--- config.mk ---
export PLATFORM = sky130hd
export DESIGN_NAME = flash_wp_ctrl
export DESIGN_NICKNAME = d
export VERILOG_FILES = /design/src/rtl/flash_wp_pkg.sv /design/src/rtl/wp_field_reg.sv /design/src/rtl/wp_region_match.sv /design/src/rtl/flash_wp_ctrl.sv
export SDC_FILE = /design/constraint.sdc
export NUM_CORES = 1
export LEC_CHECK = 0
export BUFFER_PORTS_ARGS = -buffer_cell sky130_fd_sc_hd__buf_2
export CAP_MARGIN = 5
export CORE_UTILIZATION = 30
export DETAILED_ROUTE_END_ITERATION = 6
export MAX_ROUTING_LAYER = met4
export PLACE_DENSITY = 0.72
export SYNTH_ARGS = -nofsm -noshare
export SYNTH_HDL_FRONTEND = slang
export SYNTH_SLANG_ARGS = --single-unit
--- constraint.sdc ---
create_clock -name clk -period 1.8 [get_ports clk]
set_clock_uncertainty 0.15 [all_clocks]
set_input_delay 0.27 -clock clk [delete_from_list [all_inputs] [get_ports clk]]
set_output_delay 0.27 -clock clk [all_outputs]
set_load 0.02 [all_outputs]
--- src/rtl/flash_wp_pkg.sv ---
package flash_wp_pkg;

  typedef enum logic [1:0] {
    OP_PAGE_PROG   = 2'd0,
    OP_SECT_ERASE  = 2'd1,
    OP_BLOCK_ERASE = 2'd2,
    OP_CHIP_ERASE  = 2'd3
  } op_kind_e;

  localparam int RB_LOCK_POS = 7;
  localparam int RB_LVL_LSB  = 2;

endpackage

--- src/rtl/wp_field_reg.sv ---
module wp_field_reg #(
  parameter int LVL_W = 3
) (
  input  logic             clk,
  input  logic             rst,
  input  logic             wr_en,
  input  logic [LVL_W-1:0] wr_level,
  input  logic             wr_lock,
  input  logic             wp_pin,
  output logic [LVL_W-1:0] level,
  output logic             lock
);

  logic wr_ok;

  // pin low together with lock-down set freezes both fields
  assign wr_ok = wr_en && (wp_pin || !lock);

  always_ff @(posedge clk) begin
    if (rst) begin
      level <= '1;
      lock  <= 1'b0;
    end else if (wr_ok) begin
      level <= wr_level;
      lock  <= wr_lock;
    end
  end

endmodule

--- src/rtl/wp_region_match.sv ---
module wp_region_match #(
  parameter int BLK_W      = 4,
  parameter int LVL_W      = 3,
  parameter bit TOP_ANCHOR = 1'b1
) (
  input  logic [BLK_W-1:0] blk,
  input  logic [LVL_W-1:0] level,
  output logic             hit
);

  localparam logic [LVL_W:0] MAX_LVL = (LVL_W+1)'(BLK_W);
  localparam logic [BLK_W:0] ALL_BLK = (BLK_W+1)'(1) << BLK_W;

  logic [BLK_W:0] span;

  // number of protected blocks: 0, then 1,2,4,..., then saturate at all
  always_comb begin
    if (level == '0)
      span = '0;
    else if ({1'b0, level} > MAX_LVL)
      span = ALL_BLK;
    else
      span = (BLK_W+1)'(1) << (level - 1'b1);
  end

  generate
    if (TOP_ANCHOR) begin : g_top
      logic [BLK_W:0] reach;
      // blk + span overflows the block count exactly when blk is in the top span
      assign reach = {1'b0, blk} + span;
      assign hit   = reach[BLK_W];
    end else begin : g_bottom
      assign hit = ({1'b0, blk} < span);
    end
  endgenerate

endmodule

--- src/rtl/flash_wp_ctrl.sv ---
module flash_wp_ctrl #(
  parameter int ADDR_W     = 20,
  parameter int BLK_W      = 4,
  parameter int LVL_W      = 3,
  parameter int RB_W       = 8,
  parameter bit TOP_ANCHOR = 1'b1
) (
  input  logic              clk,
  input  logic              rst,
  input  logic              sr_wr_en,
  input  logic [LVL_W-1:0]  sr_wr_level,
  input  logic              sr_wr_lock,
  input  logic              wp_pin,
  input  logic              op_req,
  input  logic [1:0]        op_kind,
  input  logic [ADDR_W-1:0] op_addr,
  output logic              op_valid,
  output logic              op_allow,
  output logic              op_err,
  output logic [RB_W-1:0]   sr_rdback
);

  import flash_wp_pkg::*;

  localparam int BLK_LSB = ADDR_W - BLK_W;

  logic [LVL_W-1:0] level;
  logic             lock;
  logic             region_hit;
  logic             allow_d;
  op_kind_e         kind;

  wp_field_reg #(.LVL_W(LVL_W)) u_fields (
    .clk      (clk),
    .rst      (rst),
    .wr_en    (sr_wr_en),
    .wr_level (sr_wr_level),
    .wr_lock  (sr_wr_lock),
    .wp_pin   (wp_pin),
    .level    (level),
    .lock     (lock)
  );

  // erase targets are block-aligned regions or lie inside one block,
  // so the containing block decides for every address-based operation
  wp_region_match #(
    .BLK_W      (BLK_W),
    .LVL_W      (LVL_W),
    .TOP_ANCHOR (TOP_ANCHOR)
  ) u_match (
    .blk   (op_addr[ADDR_W-1:BLK_LSB]),
    .level (level),
    .hit   (region_hit)
  );

  assign kind = op_kind_e'(op_kind);

  always_comb begin
    if (kind == OP_CHIP_ERASE)
      allow_d = (level == '0);
    else
      allow_d = !region_hit;
  end

  always_ff @(posedge clk) begin
    if (rst) begin
      op_valid <= 1'b0;
      op_allow <= 1'b0;
      op_err   <= 1'b0;
    end else begin
      op_valid <= op_req;
      op_allow <= op_req && allow_d;
      op_err   <= op_req && !allow_d;
    end
  end

  always_comb begin
    sr_rdback = '0;
    sr_rdback[RB_LOCK_POS] = lock;
    sr_rdback[RB_LVL_LSB +: LVL_W] = level;
  end

endmodule

[Word level (Yosys, flattened, before mapping)]
Cells that the tools add are included.
Cells by class
  shift operators: 1
  reductions and logical operators: 8
  multiplexer cells: 3
  $add $sub $neg: 2
  $lt $le $gt $ge: 1
  eq/ne operators: 1
Operator list (count)
  $mux W5: 2
  $add A4 B5 Y5: 1
  $shl A1 B3 Y5 const A: 1
  $gt A3 B3 Y1 const B: 1
  $logic_and A1 B1 Y1: 3
  $logic_not A1 Y1: 3
  $logic_not A3 Y1: 1
  $sub A3 B1 Y3 const B: 1
  $eq A2 B2 Y1 const B: 1
  $logic_or A1 B1 Y1: 1
  $mux W1: 1
Word-level totals
  bits of input ports: 31
  word-level logic and storage cells: 21
  output and inout bits: 11
  flip-flop bits (word level): 7

[Longest topological paths before layout]
Gate-level depths: netlist of run 1.
  depth after elaboration: 9
  depth in mapped cells: 7

[Cells and area by module]
Synthesis of run 1 repeated with hierarchy kept, for this count alone.
Second synthesis, totals
  cells, all modules: 53
  area, all modules: 491.7 um^2
By module, submodules not included
  wp_region_match: area each 175.2 um^2, times used 1, sequential area each 0.0 um^2, cells each 21
  wp_field_reg: area each 171.4 um^2, times used 1, sequential area each 80.1 um^2, cells each 18
  flash_wp_ctrl: area each 145.1 um^2, times used 1, sequential area each 60.1 um^2, cells each 14

[Least setup slack after synthesis of run 1]
Ideal clock, no wire load.
  path kind: register to register
  start: reg u_fields.level[2]
  end: reg op_allow
  setup time: 0.058 ns
  slack: -0.248 ns
  stages on the path, launching flop included: 8
  arrival time: 1.840 ns
  cell sequence: dfxtp_1 > nor3b_1 > ha_1 > a21oi_1 > nand2_1 > or3_1 > a21boi_2 > o31a_2
Between the ends
  word-level cells in the longest chain between the ends: 8
  elaborated cells between the ends (all ways): 10
  those cells by class: add/sub (2); order compare (1); shift (1); mux (3); reduce/logical (3)
Ends and longest elaborated chain
  start: declaration: RTL line wp_field_reg.sv:10  | output logic [LVL_W-1:0] level,
  start signal: assignment: RTL line wp_field_reg.sv:24  | level <= wr_level;
  $sub A3 B1 Y3: RTL line wp_region_match.sv:23  | span = (BLK_W+1)'(1) << (level - 1'b1);
  $shl A1 B3 Y5: RTL line wp_region_match.sv:23
  $mux W5: RTL line wp_region_match.sv:20  | else if ({1'b0, level} > MAX_LVL)
  $mux W5: RTL line wp_region_match.sv:18  | if (level == '0)
  $add A4 B5 Y5: RTL line wp_region_match.sv:30  | assign reach = {1'b0, blk} + span;
  $logic_not A1 Y1: RTL line flash_wp_ctrl.sv:62  | allow_d = !region_hit;
  $mux W1 *: RTL line flash_wp_ctrl.sv:59  | if (kind == OP_CHIP_ERASE)
  $logic_and A1 B1 Y1 *: RTL line flash_wp_ctrl.sv:72  | op_allow <= op_req && allow_d;
  end signal: assignment: RTL line flash_wp_ctrl.sv:72
  end: declaration: RTL line flash_wp_ctrl.sv:18  | output logic op_allow,
Mark *: on every way between the ends. The rest lies on a longest branch, timed or not.
A chain may end at the register's enable or synchronous reset.

[Worst setup path in the final report of run 1]
  start: reg u_fields.level[0]
  end: reg op_allow
Same word-level chain as after synthesis.

==> reports/summary.txt, run 1 <==
Iteration-0 DRC Markers - 2
met1 usage in global routing - 13.4%
Non-Filler Cell Area, Final - 614 um2
routed via count - 421
largest area contributor in the netlist - dfxtp_1
met2 usage - 27.9%
Die W - 39.2 um
fin. max-slew vios - 0
failing checks - negative setup slack
remaining antenna violation count - 0
Final HPWL DP - 724 um
Final min period - 1.88 ns
Final setup viols - 2
most common flop cell mapped by yosys - dfxtp_1
register bit total from synthesis - 7
syn avg cell area - 8.63 um2
FP Rows - 13
Tcrit/Tclk final - 104%
vias in the first global route - 388
clock latency at the later pin of the worst-skew pair - 0.25 ns
Area Growth Syn to Fin - 48.3%
Via density - 4.73
ant diodes - 0
PortBufs - 21
Power Dens Cells - 685 mW/mm2
Bufs on Longest Clock Path - 2
final hold vios - 0
HP Class - primary input to flop
P_leak - 0.304 nW
GR peak layer - met2
Die H - 39.2 um
postcts setup bufs - 0
kind of critical path - flop to flop
Worst Path Buf+Inv - 0
Pre-antenna DRT Iters - 3
total gr overflow - 0
Final Net Count - 109
post-route setup TNS - -0.125 ns
core area - 0.00128 mm2
Final WS setup - -0.0765 ns
routed length per instance - 9.67 um
Crit path max-delay family - simple AND/OR/NAND/NOR gates
Yosys top cell area share - 33.8%
final hold slack - 0.0983 ns
RSZ-0062 raised after global routing - yes
initial antenna violation count - 0
Crit Path Max Fanout - 5
CP required - 1.79 ns
Worst EP arrival - 1.86 ns
max-cap viol count - 0
unique cell type count in the Yosys netlist - 22
Async SR Flop Fraction - 0%
Initial Util - 32.2%
Largest stage delay, worst path - 0.34 ns
outcome - complete, but fails checks
Post-Route WL - 861 um
Seq/Total Area, Yosys - 33.8%
CTS Root Cell - clkbuf_4
number of synthesized flops with an enable pin - 0
remaining routing DRC violations - 0
synth cell count leaders - dfxtp_1 (7), buf_4 (5), inv_1 (5)
CTS tree - built
Max Freq - 0.533 GHz
layout cell share with drive strength beyond 1 - 52.7%
clk slew on worst S/H paths - 0.05 ns
largest net degree at the start of global routing - 7
CP Capture Type - flop
most frequent cell on the critical path - nor4b_2
TritonCTS Buffers - 3
pre-CTS setup slack - -0.0716 ns
die area - 0.00153 mm2
worst vdd ir - 0.000346 V
Post-Syn Area - 414 um2
cell count after synthesis - 48
CP max stage cell - dfxtp_2
Global Route met3 Usage - 6.94%
Ports - 42
CTS Sinks - 7
cells along the critical path - and3b_1 -> ha_1 -> nand4_1 -> nor4b_2 -> nor4b_2 -> o31a_2
Post-Place Cell Area - 552 um2
YS warnings - 0
filler instances - 126
GPL Wtd Cong - 0.738
htree depth - 1
Setup crit start kind - flop
first-pass GRT wire length - 1480 um
GRT Overall Usage - 15.1%
most numerous cell in the Yosys netlist - dfxtp_1
synth top area cells - dfxtp_1 (34%), buf_4 (9.1%), ha_1 (9.1%)
==> stage by stage <==
| stage | std cells | power [mW] | utilization [%] |
|---|---|---|---|
| finish | 89 | 0.421 | 47.8 |
| global route | 89 | 0.454 | 47.8 |
| CTS | 89 | 0.425 | 45.0 |
| detailed placement | 85 | 0.275 | 42.9 |
| floorplan | 51 | 0.242 | - |
| global placement | 85 | 0.271 | 42.9 |
==> power breakdown <==
part | total [mW] | leakage, nW | switching, mW | internal (mW)
combinational | 0.104 | 0.231 | 0.0566 | 0.0479
sequential | 0.175 | 0.0576 | 0.00858 | 0.166
clock | 0.142 | 0.0150 | 0.0573 | 0.0846
total | 0.421 | 0.304 | 0.122 | 0.299
==> flip-flops by register name, summed over array words and instances, names as in the netlist <==
signal          flops
op_allow            1
u_fields.level      3
op_valid            1
u_fields.lock       1
op_err              1
==> final cells by class <==
class	count	area, um2	share of cell area (%)
Inverter	5	18.8	3.05
Clock buffer	4	26.3	4.28
Tap cell	15	18.8	3.05
Multi-Input combinational cell	34	277	45.0
Timing Repair Buffer	24	128	20.8
Sequential cell	7	146	23.8
==> logic make-up (layout without fill, tap and decap cells) <==
logic type	Yosys count	after routing	share of synthesized area (%)
simple gates	18	18	25.1
buf+inv	10	33	13.6
compound gates	9	9	17.5
flops	7	7	33.8
fa+ha+maj	3	3	9.06
other cells	1	4	0.905
==> layout by cell type (no fill, tap or decap), drive strengths merged <==
| master | count |
|---|---|
| nor4 | 2 |
| a22oi | 1 |
| or3 | 1 |
| nand2b | 1 |
| conb | 4 |
| a21boi | 1 |
| nand3 | 1 |
| clkbuf | 4 |
| inv | 5 |
| nor4b | 2 |
| ha | 3 |
| nand4 | 1 |
| dfxtp | 7 |
| a21oi | 1 |
| o31a | 1 |
| buf | 24 |
| a211o | 3 |
| nand2 | 3 |
| o21ai | 1 |
| nor3b | 2 |
| o211ai | 1 |
| nor2 | 4 |
| and3b | 1 |
==> path summary, 6_finish.rpt <==
path,start,to,slack [ns],depth (start not counted)
worst max-delay path,u_fields.level[0]$_SDFFE_PP1P_,op_allow$_SDFF_PP0_,-0.08,6
worst min-delay path,rst,u_fields.lock$_SDFFE_PP0P_,0.1,2
worst max register to register,u_fields.level[0]$_SDFFE_PP1P_,op_allow$_SDFF_PP0_,-0.08,6
worst min register to register,u_fields.lock$_SDFFE_PP0P_,u_fields.lock$_SDFFE_PP0P_,0.39,2
==> what timing repair did <==
| item | 4_1_cts | 5_1_grt |
|---|---|---|
| resized for setup | 0 | 6 |
| hold buffers | 0 | 0 |
| endpoints found under the setup margin | 2 | 2 |
| pin swaps | 1 | 2 |
==> layer usage <==
layer  vias up  share of wire, %
met5         -                 0
met4         0                 0
met3         0               6.6
met2        15                51
met1       190                43
li1        216                 -
Power figures use the tool's default switching activity.
==> inputs of run 2 (changes only) <==
--- a/config.mk
+++ b/config.mk
@@ -7,10 +7,14 @@
 export LEC_CHECK = 0
 export BUFFER_PORTS_ARGS = -buffer_cell sky130_fd_sc_hd__buf_2
 export CAP_MARGIN = 5
-export CORE_UTILIZATION = 30
+export CORE_AREA = 2 2 39 41
+export CTS_BUF_LIST = sky130_fd_sc_hd__clkbuf_4 sky130_fd_sc_hd__clkbuf_8
+export CTS_CLUSTER_SIZE = 30
 export DETAILED_ROUTE_END_ITERATION = 6
+export DIE_AREA = 0 0 41 43
 export MAX_ROUTING_LAYER = met4
-export PLACE_DENSITY = 0.72
+export PLACE_DENSITY = 0.75
+export REMOVE_ABC_BUFFERS = 1
 export SYNTH_ARGS = -nofsm -noshare
 export SYNTH_HDL_FRONTEND = slang
 export SYNTH_SLANG_ARGS = --single-unit
==> reports/summary.txt, run 2 (synthesis gave the netlist of run 1 again) <==
Worst Hold End - u_fields.lock$_SDFFE_PP0P_
Final HPWL DP - 713 um
clock latency at the later pin of the worst-skew pair - 0.24 ns
Die H - 43 um
Setup crit start kind - flop
outcome - complete, but fails checks
Worst EP arrival - 1.84 ns
Final Net Count - 109
Power Dens Cells - 719 mW/mm2
HP Class - primary input to flop
ant diodes - 0
GRT Overall Usage - 11.8%
Final setup viols - 2
R2R Path Start - u_fields.level[1]$_SDFFE_PP1P_
Initial Util - 29.9%
postcts setup bufs - 0
remaining antenna violation count - 0
layout cell share with drive strength beyond 1 - 51.4%
CP Capture Type - flop
first-pass GRT wire length - 1350 um
failing checks - negative setup slack
PortBufs - 21
core area - 0.00138 mm2
htree depth - 1
vias in the first global route - 365
Finished Layout Cells - 90
Pre-antenna DRT Iters - 2
post-route setup TNS - -0.144 ns
CP required - 1.76 ns
CTS Root Cell - clkbuf_4
largest net degree at the start of global routing - 7
worst vdd ir - 0.000354 V
max-cap viol count - 0
# hold bufs at CTS - 0
Min-Delay Path Depth - 2
Crit Path Max Fanout - 4
Biggest register - u_fields.level
final hold vios - 0
fin. max-slew vios - 0
R2R Setup Slk - -0.07 ns
Area Growth Syn to Fin - 42.9%
Via density - 4.57
R2R depth - 7
die area - 0.00176 mm2
max reg flops - 3
Final min period - 1.87 ns
Iteration-0 DRC Markers - 3
filler instances - 142
P_leak - 0.302 nW
most common cell after layout, fill and taps aside - buf_2
Post-Route WL - 843 um
Max Freq - 0.534 GHz
TritonCTS Buffers - 3
clk slew on worst S/H paths - 0.05 ns
startpoint of the worst hold path - rst
total gr overflow - 0
most frequent cells in the layout - buf_2 (21), inv_1 (5)
remaining routing DRC violations - 0
Tcrit/Tclk final - 104%
CTS tree - built
Cells after DPL - 86
CTS Sinks - 7
Die W - 41 um
Final WS setup - -0.0743 ns
kind of critical path - flop to flop
routed via count - 411
Ports - 42
FP Rows - 14
initial antenna violation count - 0
GPL Wtd Cong - 0.731
RSZ-0062 raised after global routing - yes
Bufs on Longest Clock Path - 2
routed length per instance - 9.37 um
R2R Path End - op_err$_SDFF_PP0_
-- run 2: worst max-delay path by stage --
stage	endpoint	from	slack (ns)	depth (start not counted)
6_report	op_err$_SDFF_PP0_	u_fields.level[1]$_SDFFE_PP1P_	-0.07	7
5_1_grt	op_allow$_SDFF_PP0_	u_fields.level[2]$_SDFFE_PP1P_	-0.16	6
4_1_cts	op_allow$_SDFF_PP0_	u_fields.level[0]$_SDFFE_PP1P_	-0.10	6
3_5_place_dp	op_allow$_SDFF_PP0_	u_fields.level[2]$_SDFFE_PP1P_	-0.20	7
3_3_place_gp	op_allow$_SDFF_PP0_	u_fields.level[2]$_SDFFE_PP1P_	-0.13	7
2_1_floorplan	op_allow$_SDFF_PP0_	u_fields.level[2]$_SDFFE_PP1P_	-0.25	7
-- run 2: where the power goes --
part           switching, mW  internal (mW)  leakage [nW]
Clock                 0.0522         0.0993        0.0184
Combinational         0.0552         0.0445         0.227
Sequential           0.00743          0.167        0.0572
Total                  0.115          0.311         0.302
-- run 2: timing repair --
item                       in CTS  in global routing
setup endpoints to repair       2                  2
gates resized for setup         3                  5
pin swaps                       5                  4
-- run 2: critical path, cell delays in order (launching register included) --
cell	delay, ns
dfxtp_2	0.33
nor3b_2	0.19
ha_1	0.29
a21oi_2	0.14
nand2_2	0.07
or3_4	0.33
a21boi_2	0.17
nor4_1	0.07
-- run 2: area by class of cell --
type / instances / area [um2] / share of cell area, %
multi-input combinational: 34 / 251 / 42.5
inverter: 5 / 18.8 / 3.17
tap: 16 / 20.0 / 3.38
sequential: 7 / 144 / 24.3
clock buffer: 4 / 30.0 / 5.07
timing repair buffer: 24 / 128 / 21.6
-- run 2: metrics by stage --
| step | setup WS [ns] | utilization [%] | cell area (um2) | total power, mW | hold slack, ns |
|---|---|---|---|---|---|
| floorplan | -0.248 | - | 388 | 0.231 | 0.192 |
| CTS | -0.102 | 41.4 | 573 | 0.432 | 0.0783 |
| global route | -0.156 | 42.8 | 592 | 0.452 | 0.0988 |
| global placement | -0.128 | 38.7 | 536 | 0.269 | 0.350 |
| finish | -0.0743 | 42.8 | 592 | 0.426 | 0.0881 |
| detailed placement | -0.200 | 38.7 | 536 | 0.272 | 0.351 |
-- run 2: layer usage --
layer | vias to the layer above | part of all wire [%] | global-route usage (%)
met5 | - | 0 | -
met4 | 0 | 0.59 | 6.00
met3 | 2 | 7.4 | 6.28
met2 | 14 | 53 | 18.1
met1 | 180 | 39 | 11.4
li1 | 215 | - | -
